<file path="src/rtl/arf_pkg.sv">
`timescale 1ns/1ps
package arf_pkg;

    // Width code shared by the write port and both read ports.
    typedef enum logic [1:0] {
        SZ_BYTE = 2'b00,
        SZ_HALF = 2'b01,
        SZ_WORD = 2'b10,
        SZ_FULL = 2'b11
    } size_e;

endpackage

</file>
<file path="src/rtl/arf_access_check.sv">
`timescale 1ns/1ps
// Decides whether a write request may proceed.
module arf_access_check #(
    parameter int NUM_REGS   = 16,
    parameter int NUM_HIBYTE = 4,
    localparam int IDX_W     = $clog2(NUM_REGS)
) (
    input  logic              en_i,
    input  logic [IDX_W-1:0]  idx_i,
    input  arf_pkg::size_e    size_i,
    input  logic              hi_i,
    input  logic              xbyte_i,
    output logic              illegal_o,
    output logic              commit_o
);
    logic hi_req;
    logic no_hi_view;

    always_comb begin
        hi_req     = en_i && (size_i == arf_pkg::SZ_BYTE) && hi_i;
        no_hi_view = (int'(idx_i) >= NUM_HIBYTE);
        illegal_o  = hi_req && (no_hi_view || xbyte_i);
        commit_o   = en_i && !illegal_o;
    end
endmodule

</file>
<file path="src/rtl/arf_wr_merge.sv">
`timescale 1ns/1ps
// Folds new data into the old register value per width code.
module arf_wr_merge #(
    parameter int XLEN = 64,
    localparam int W32 = XLEN / 2,
    localparam int W16 = XLEN / 4,
    localparam int W8  = XLEN / 8
) (
    input  logic [XLEN-1:0] old_i,
    input  logic [XLEN-1:0] data_i,
    input  arf_pkg::size_e  size_i,
    input  logic            hi_i,
    output logic [XLEN-1:0] merged_o
);
    always_comb begin
        unique case (size_i)
            arf_pkg::SZ_FULL: merged_o = data_i;
            arf_pkg::SZ_WORD: merged_o = {{(XLEN-W32){1'b0}}, data_i[W32-1:0]};
            arf_pkg::SZ_HALF: merged_o = {old_i[XLEN-1:W16], data_i[W16-1:0]};
            default: begin
                if (hi_i) begin
                    merged_o = {old_i[XLEN-1:2*W8], data_i[W8-1:0], old_i[W8-1:0]};
                end else begin
                    merged_o = {old_i[XLEN-1:W8], data_i[W8-1:0]};
                end
            end
        endcase
    end
endmodule

</file>
<file path="src/rtl/arf_rd_view.sv">
`timescale 1ns/1ps
// Extracts one zero-extended view of a register.
module arf_rd_view #(
    parameter int NUM_REGS   = 16,
    parameter int XLEN       = 64,
    parameter int NUM_HIBYTE = 4,
    localparam int IDX_W     = $clog2(NUM_REGS),
    localparam int W32       = XLEN / 2,
    localparam int W16       = XLEN / 4,
    localparam int W8        = XLEN / 8
) (
    input  logic [NUM_REGS-1:0][XLEN-1:0] regs_i,
    input  logic [IDX_W-1:0]              idx_i,
    input  arf_pkg::size_e                size_i,
    input  logic                          hi_i,
    output logic [XLEN-1:0]               data_o
);
    logic [XLEN-1:0] sel;
    logic            has_hi;

    always_comb begin
        sel    = regs_i[idx_i];
        has_hi = (int'(idx_i) < NUM_HIBYTE);
        unique case (size_i)
            arf_pkg::SZ_FULL: data_o = sel;
            arf_pkg::SZ_WORD: data_o = {{(XLEN-W32){1'b0}}, sel[W32-1:0]};
            arf_pkg::SZ_HALF: data_o = {{(XLEN-W16){1'b0}}, sel[W16-1:0]};
            default: begin
                if (!hi_i) begin
                    data_o = {{(XLEN-W8){1'b0}}, sel[W8-1:0]};
                end else if (has_hi) begin
                    data_o = {{(XLEN-W8){1'b0}}, sel[2*W8-1:W8]};
                end else begin
                    data_o = '0;
                end
            end
        endcase
    end
endmodule

</file>
<file path="src/rtl/alias_regfile.sv">
`timescale 1ns/1ps
module alias_regfile #(
    parameter int NUM_REGS   = 16,
    parameter int XLEN       = 64,
    parameter int NUM_HIBYTE = 4,
    localparam int IDX_W     = $clog2(NUM_REGS),
    localparam int NUM_RD    = 2
) (
    input  logic             clk_i,
    input  logic             rst_i,
    input  logic             wr_en_i,
    input  logic [IDX_W-1:0] wr_idx_i,
    input  logic [1:0]       wr_size_i,
    input  logic             wr_hi_i,
    input  logic             wr_xbyte_i,
    input  logic [XLEN-1:0]  wr_data_i,
    output logic             illegal_o,
    input  logic [IDX_W-1:0] rd0_idx_i,
    input  logic [1:0]       rd0_size_i,
    input  logic             rd0_hi_i,
    output logic [XLEN-1:0]  rd0_data_o,
    input  logic [IDX_W-1:0] rd1_idx_i,
    input  logic [1:0]       rd1_size_i,
    input  logic             rd1_hi_i,
    output logic [XLEN-1:0]  rd1_data_o
);
    typedef struct packed {
        logic [NUM_REGS-1:0][XLEN-1:0] gpr;
    } state_t;

    state_t state_d, state_q;

    logic [NUM_REGS-1:0][XLEN-1:0] regs_q;
    logic                          commit;
    logic [XLEN-1:0]               merged;
    logic [XLEN-1:0]               wr_old;
    arf_pkg::size_e                wr_size;

    assign regs_q  = state_q.gpr;
    assign wr_size = arf_pkg::size_e'(wr_size_i);
    assign wr_old  = regs_q[wr_idx_i];

    arf_access_check #(
        .NUM_REGS   (NUM_REGS),
        .NUM_HIBYTE (NUM_HIBYTE)
    ) u_check (
        .en_i      (wr_en_i),
        .idx_i     (wr_idx_i),
        .size_i    (wr_size),
        .hi_i      (wr_hi_i),
        .xbyte_i   (wr_xbyte_i),
        .illegal_o (illegal_o),
        .commit_o  (commit)
    );

    arf_wr_merge #(
        .XLEN (XLEN)
    ) u_merge (
        .old_i    (wr_old),
        .data_i   (wr_data_i),
        .size_i   (wr_size),
        .hi_i     (wr_hi_i),
        .merged_o (merged)
    );

    // Read ports gathered into arrays so one generate loop serves both.
    logic [NUM_RD-1:0][IDX_W-1:0] rd_idx;
    logic [NUM_RD-1:0][1:0]       rd_size;
    logic [NUM_RD-1:0]            rd_hi;
    logic [NUM_RD-1:0][XLEN-1:0]  rd_data;

    assign rd_idx  = {rd1_idx_i,  rd0_idx_i};
    assign rd_size = {rd1_size_i, rd0_size_i};
    assign rd_hi   = {rd1_hi_i,   rd0_hi_i};

    for (genvar p = 0; p < NUM_RD; p++) begin : g_rd
        arf_rd_view #(
            .NUM_REGS   (NUM_REGS),
            .XLEN       (XLEN),
            .NUM_HIBYTE (NUM_HIBYTE)
        ) u_view (
            .regs_i (regs_q),
            .idx_i  (rd_idx[p]),
            .size_i (arf_pkg::size_e'(rd_size[p])),
            .hi_i   (rd_hi[p]),
            .data_o (rd_data[p])
        );
    end

    assign rd0_data_o = rd_data[0];
    assign rd1_data_o = rd_data[1];

    always_comb begin
        state_d = state_q;
        if (rst_i) begin
            state_d.gpr = '0;
        end else if (commit) begin
            state_d.gpr[wr_idx_i] = merged;
        end
    end

    always_ff @(posedge clk_i) begin
        state_q <= state_d;
    end
endmodule

</file>
<file path="config.mk">
export PLATFORM = sky130hd
export DESIGN_NAME = alias_regfile
export DESIGN_NICKNAME = d
export VERILOG_FILES = /design/src/rtl/arf_pkg.sv /design/src/rtl/arf_access_check.sv /design/src/rtl/arf_wr_merge.sv /design/src/rtl/arf_rd_view.sv /design/src/rtl/alias_regfile.sv
export SDC_FILE = /design/constraint.sdc
export NUM_CORES = 2
export LEC_CHECK = 0
export BUFFER_PORTS_ARGS = -buffer_cell sky130_fd_sc_hd__buf_2
export CAP_MARGIN = 5
export CORE_MARGIN = 8
export CORE_UTILIZATION = 55
export DETAILED_ROUTE_END_ITERATION = 12
export HOLD_SLACK_MARGIN = 0.08
export PLACE_DENSITY_LB_ADDON = 0.05
export SETUP_SLACK_MARGIN = 0.4
export SYNTH_ARGS = -nofsm -noshare
export SYNTH_HDL_FRONTEND = slang
export SYNTH_SLANG_ARGS = --single-unit
</file>
<file path="constraint.sdc">
create_clock -name clk_i -period 1.7 [get_ports clk_i]
set_input_delay 0.085 -clock clk_i [delete_from_list [all_inputs] [get_ports clk_i]]
set_output_delay 0.085 -clock clk_i [all_outputs]
set_load 0.01 [all_outputs]
</file>
==> impl_metrics.ini <==
[timing]
timing.slew.headroom_pct = 9.516
grt_setup_unrepaired = yes
setup_violations = 128
layout_min_cycle_time_ps = 2419
finalWorstSetupSlack_ps = -719.2
hold_viol = 0
worst_pin_slew_ps = 1352
slew_violations = 0
fin_skew_ps = 22.68
timing.hold.ws_ps = 102.0
min_period_over_period_pct = 142.3
max_freq_ghz = 0.4134

[routing]
vias = 58448
wl_per_cell_um = 29.90
dr.pass1.iters = 6
drtAntennaViolNets = 0
drt_iter0_drc = 7048
drt_wl_total_um = 249000
vias_per_cell = 7.020
route.detailed.drc = 0

[place]
gp_congestion = 0.9697
dp.cells = 7937
place_area_sq_um = 71140
port_buffers = 217
dp_hpwl_um = 168200

[setup_path]
arrival_ps = 2330
max_stage_delay_ps = 560
worstSetupEndpointType = primary output
cp_slowest_cell = mux4_2
worstPathRequired_ps = 1620
cp-startpoint = regs_q[73]
critPathTopFamily = multiplexers
cp.depth = 5
critPathBufInv = 2
startpoint_type = flip-flop
reg2reg_depth = 5
critical_path.cell_chain = mux4_2 -> buf_6 -> a21oi_4 -> a22oi_2 -> buf_2
r2r_start = regs_q[762]
critPathKind = reg -> out
worstPathMaxFanout = 3

[die]
die_h_um = 348.1
io_pins = 218
start_util_pct = 55.12
die_w_um = 348.1
coreArea_sq_um = 110100
rows = 122
die_area_sq_um = 121200

[pwr]
p_int_w = 0.04407
p_comb_share_pct = 15.7
seq_power_share_pct = 41.1
power_frac_clock_pct = 43.2
power_density_nw_per_um2 = 750.7
switching_share_pct = 27.46
power.switching_w = 0.01668
power_leakage_nw = 29.61
vdd_drop_max_mv = 0.8090

[logic_synthesis]
synth_top_area_share_pct = 33.79
syn_inst = 6096
synthTopCellsByArea = dfxtp_1 34%, mux4_2 19%, mux2i_1 13%
synth_edf_count = 0
synth-seq-cells = 1024
async_reset_ff_share_pct = 0
avgSynthCellArea_sq_um = 9.951
synth_top_cells_by_count = 1024 x dfxtp_1, 987 x nor2_1, 791 x mux2i_1
ys_seq_area_share_pct = 33.79
syn_area_sq_um = 60660
synth_most_common_cell = dfxtp_1
synth_top_area_cell = dfxtp_1
ys.flop_type = dfxtp_1
yosysWarnings = 0
synthDistinctLibCells = 56
synth_fp_nets = 6185

[clock_network]
clockBufferDepth = 3
cts_root_buffer = clkbuf_16
cts_max_level = 3
cts_tree = done
clk_pin_slew_worst_paths_ps = 70
cts_sinks = 1024
cts_buffers = 115
clk_latency_ps = 730

[outcome]
violations = negative setup slack
status = finished with violations

[cells_and_area]
drive_gt1_share_pct = 43.56
fin_nets = 6830
fill_cells = 7663
largest_reg_flops = 1024
layoutNonFillerInstCount = 8326
synthToLayoutAreaGrowth_pct = 33.41
final_area_sq_um = 80930
final_core_util_pct = 73.54

[global_route]
grt.overflow.total = 0
grt.total_usage_pct = 39.30
antenna_found_initial = 8
grt_pass1_wl_um = 368500
grt_pass1_vias = 57315
grt_max_degree = 171

[min_path]
whs_path_depth = 6
hp-start = wr_data_i[9]
hold_path_class = in -> reg

[flow_run]
maxCapViolCount = 0
## cells in the final DEF (no fill, tap or decap), types with 26 or more instances in the layout
| master | instances |
|---|---|
| clkbuf_8 | 34 |
| a211oi_1 | 346 |
| a22oi_2 | 46 |
| buf_4 | 605 |
| buf_6 | 117 |
| dfxtp_2 | 511 |
| a21oi_2 | 74 |
| a311oi_1 | 106 |
| nand3_1 | 30 |
| mux4_2 | 520 |
| dfxtp_1 | 511 |
| nor3_1 | 108 |
| buf_2 | 136 |
| buf_12 | 277 |
| mux2i_4 | 76 |
| clkbuf_16 | 120 |
| a22oi_1 | 185 |
| mux2i_2 | 57 |
| o22ai_2 | 69 |
| a31oi_1 | 160 |
| o21ai_0 | 210 |
| mux2i_1 | 658 |
| o22ai_1 | 55 |
| nand2_1 | 35 |
| nor2b_1 | 122 |
| o22ai_4 | 52 |
| clkinv_2 | 26 |
| dlygate4sd3_1 | 60 |
| nor2_1 | 968 |
| a21oi_1 | 183 |
| a211oi_2 | 39 |
## cell families after synthesis
logic type | count (synthesis) | synth area share (%)
AO/OA/AOI/OAI | 1683 | 18.76
flip-flops | 1024 | 33.79
AND/OR/NAND/NOR | 1385 | 9.875
buffers and inverters | 685 | 5.064
multiplexers | 1319 | 32.51
## through the flow
| stage | worst slack, ps | power (W) | TNS (ps) |
|---|---|---|---|
| final | -719.2 | 0.06076 | -62650 |
| after global routing | -729.0 | 0.06218 | -67960 |
| after detailed placement | -597.4 | 0.03382 | -146330 |
| after CTS | -730.1 | 0.06021 | -67550 |
| after global placement | -588.7 | 0.03372 | -123510 |
| after floorplan | 132.9 | 0.03027 | 0 |
## power groups by stage
| stage | clock (W) | sequential, W | combinational, W |
|---|---|---|---|
| after detailed placement | 0 | 0.0254 | 0.00838 |
| final | 0.0263 | 0.0250 | 0.00952 |
| after floorplan | 0 | 0.0253 | 0.00498 |
| after CTS | 0.0263 | 0.0249 | 0.00897 |
| after global placement | 0 | 0.0254 | 0.00829 |
| after global routing | 0.0273 | 0.0250 | 0.00985 |
## tightest hold or removal path, delay by kind of cell
family,cells,cell delay [ps]
and+or+nand+nor,3,200
buffers and inverters,2,250
AOI/OAI and AO/OA,1,240
## final timing paths
check	to	slack, ps
max	rd1_data_o[1]	-720
min	regs_q[585]	100
max reg2reg	regs_q[570]	170
min reg2reg	regs_q[794]	510
## metal layers
metal | vias to the layer above | part of all wire, % | GRT usage (%) | wire [um]
met5 | - | 0.022 | 0 | 54
met4 | 8 | 6.3 | 20.49 | 15680
met3 | 859 | 12 | 9.372 | 28870
met2 | 3768 | 45 | 61.04 | 111300
met1 | 28894 | 37 | 51.03 | 93010
li1 | 24919 | - | - | -
## repair_timing
| action | in CTS | in global routing |
|---|---|---|
| hold buffers | 62 | 1 |
| setup endpoints to repair | 407 | 1065 |
| gates resized for setup | 719 | 458 |
| hold endpoints to repair | 761 | 1 |
| gates cloned | 1 | 2 |
| setup buffers | 79 | 30 |
| pin swaps | 132 | 115 |
## final cells by class
type	instances	area, sq um	share of cell area (%)
Clock inverter	40	469.2	0.5798
Tap cell	1488	1862	2.300
Timing Repair Buffer	1209	12920	15.96
Sequential cell	1024	21150	26.13
Clock buffer	171	3472	4.290
Antenna cell	3	7.507	0.009276
Inverter	4	23.77	0.02937
Multi-Input combinational cell	4387	41030	50.70
(Power assumes the default switching activity.)
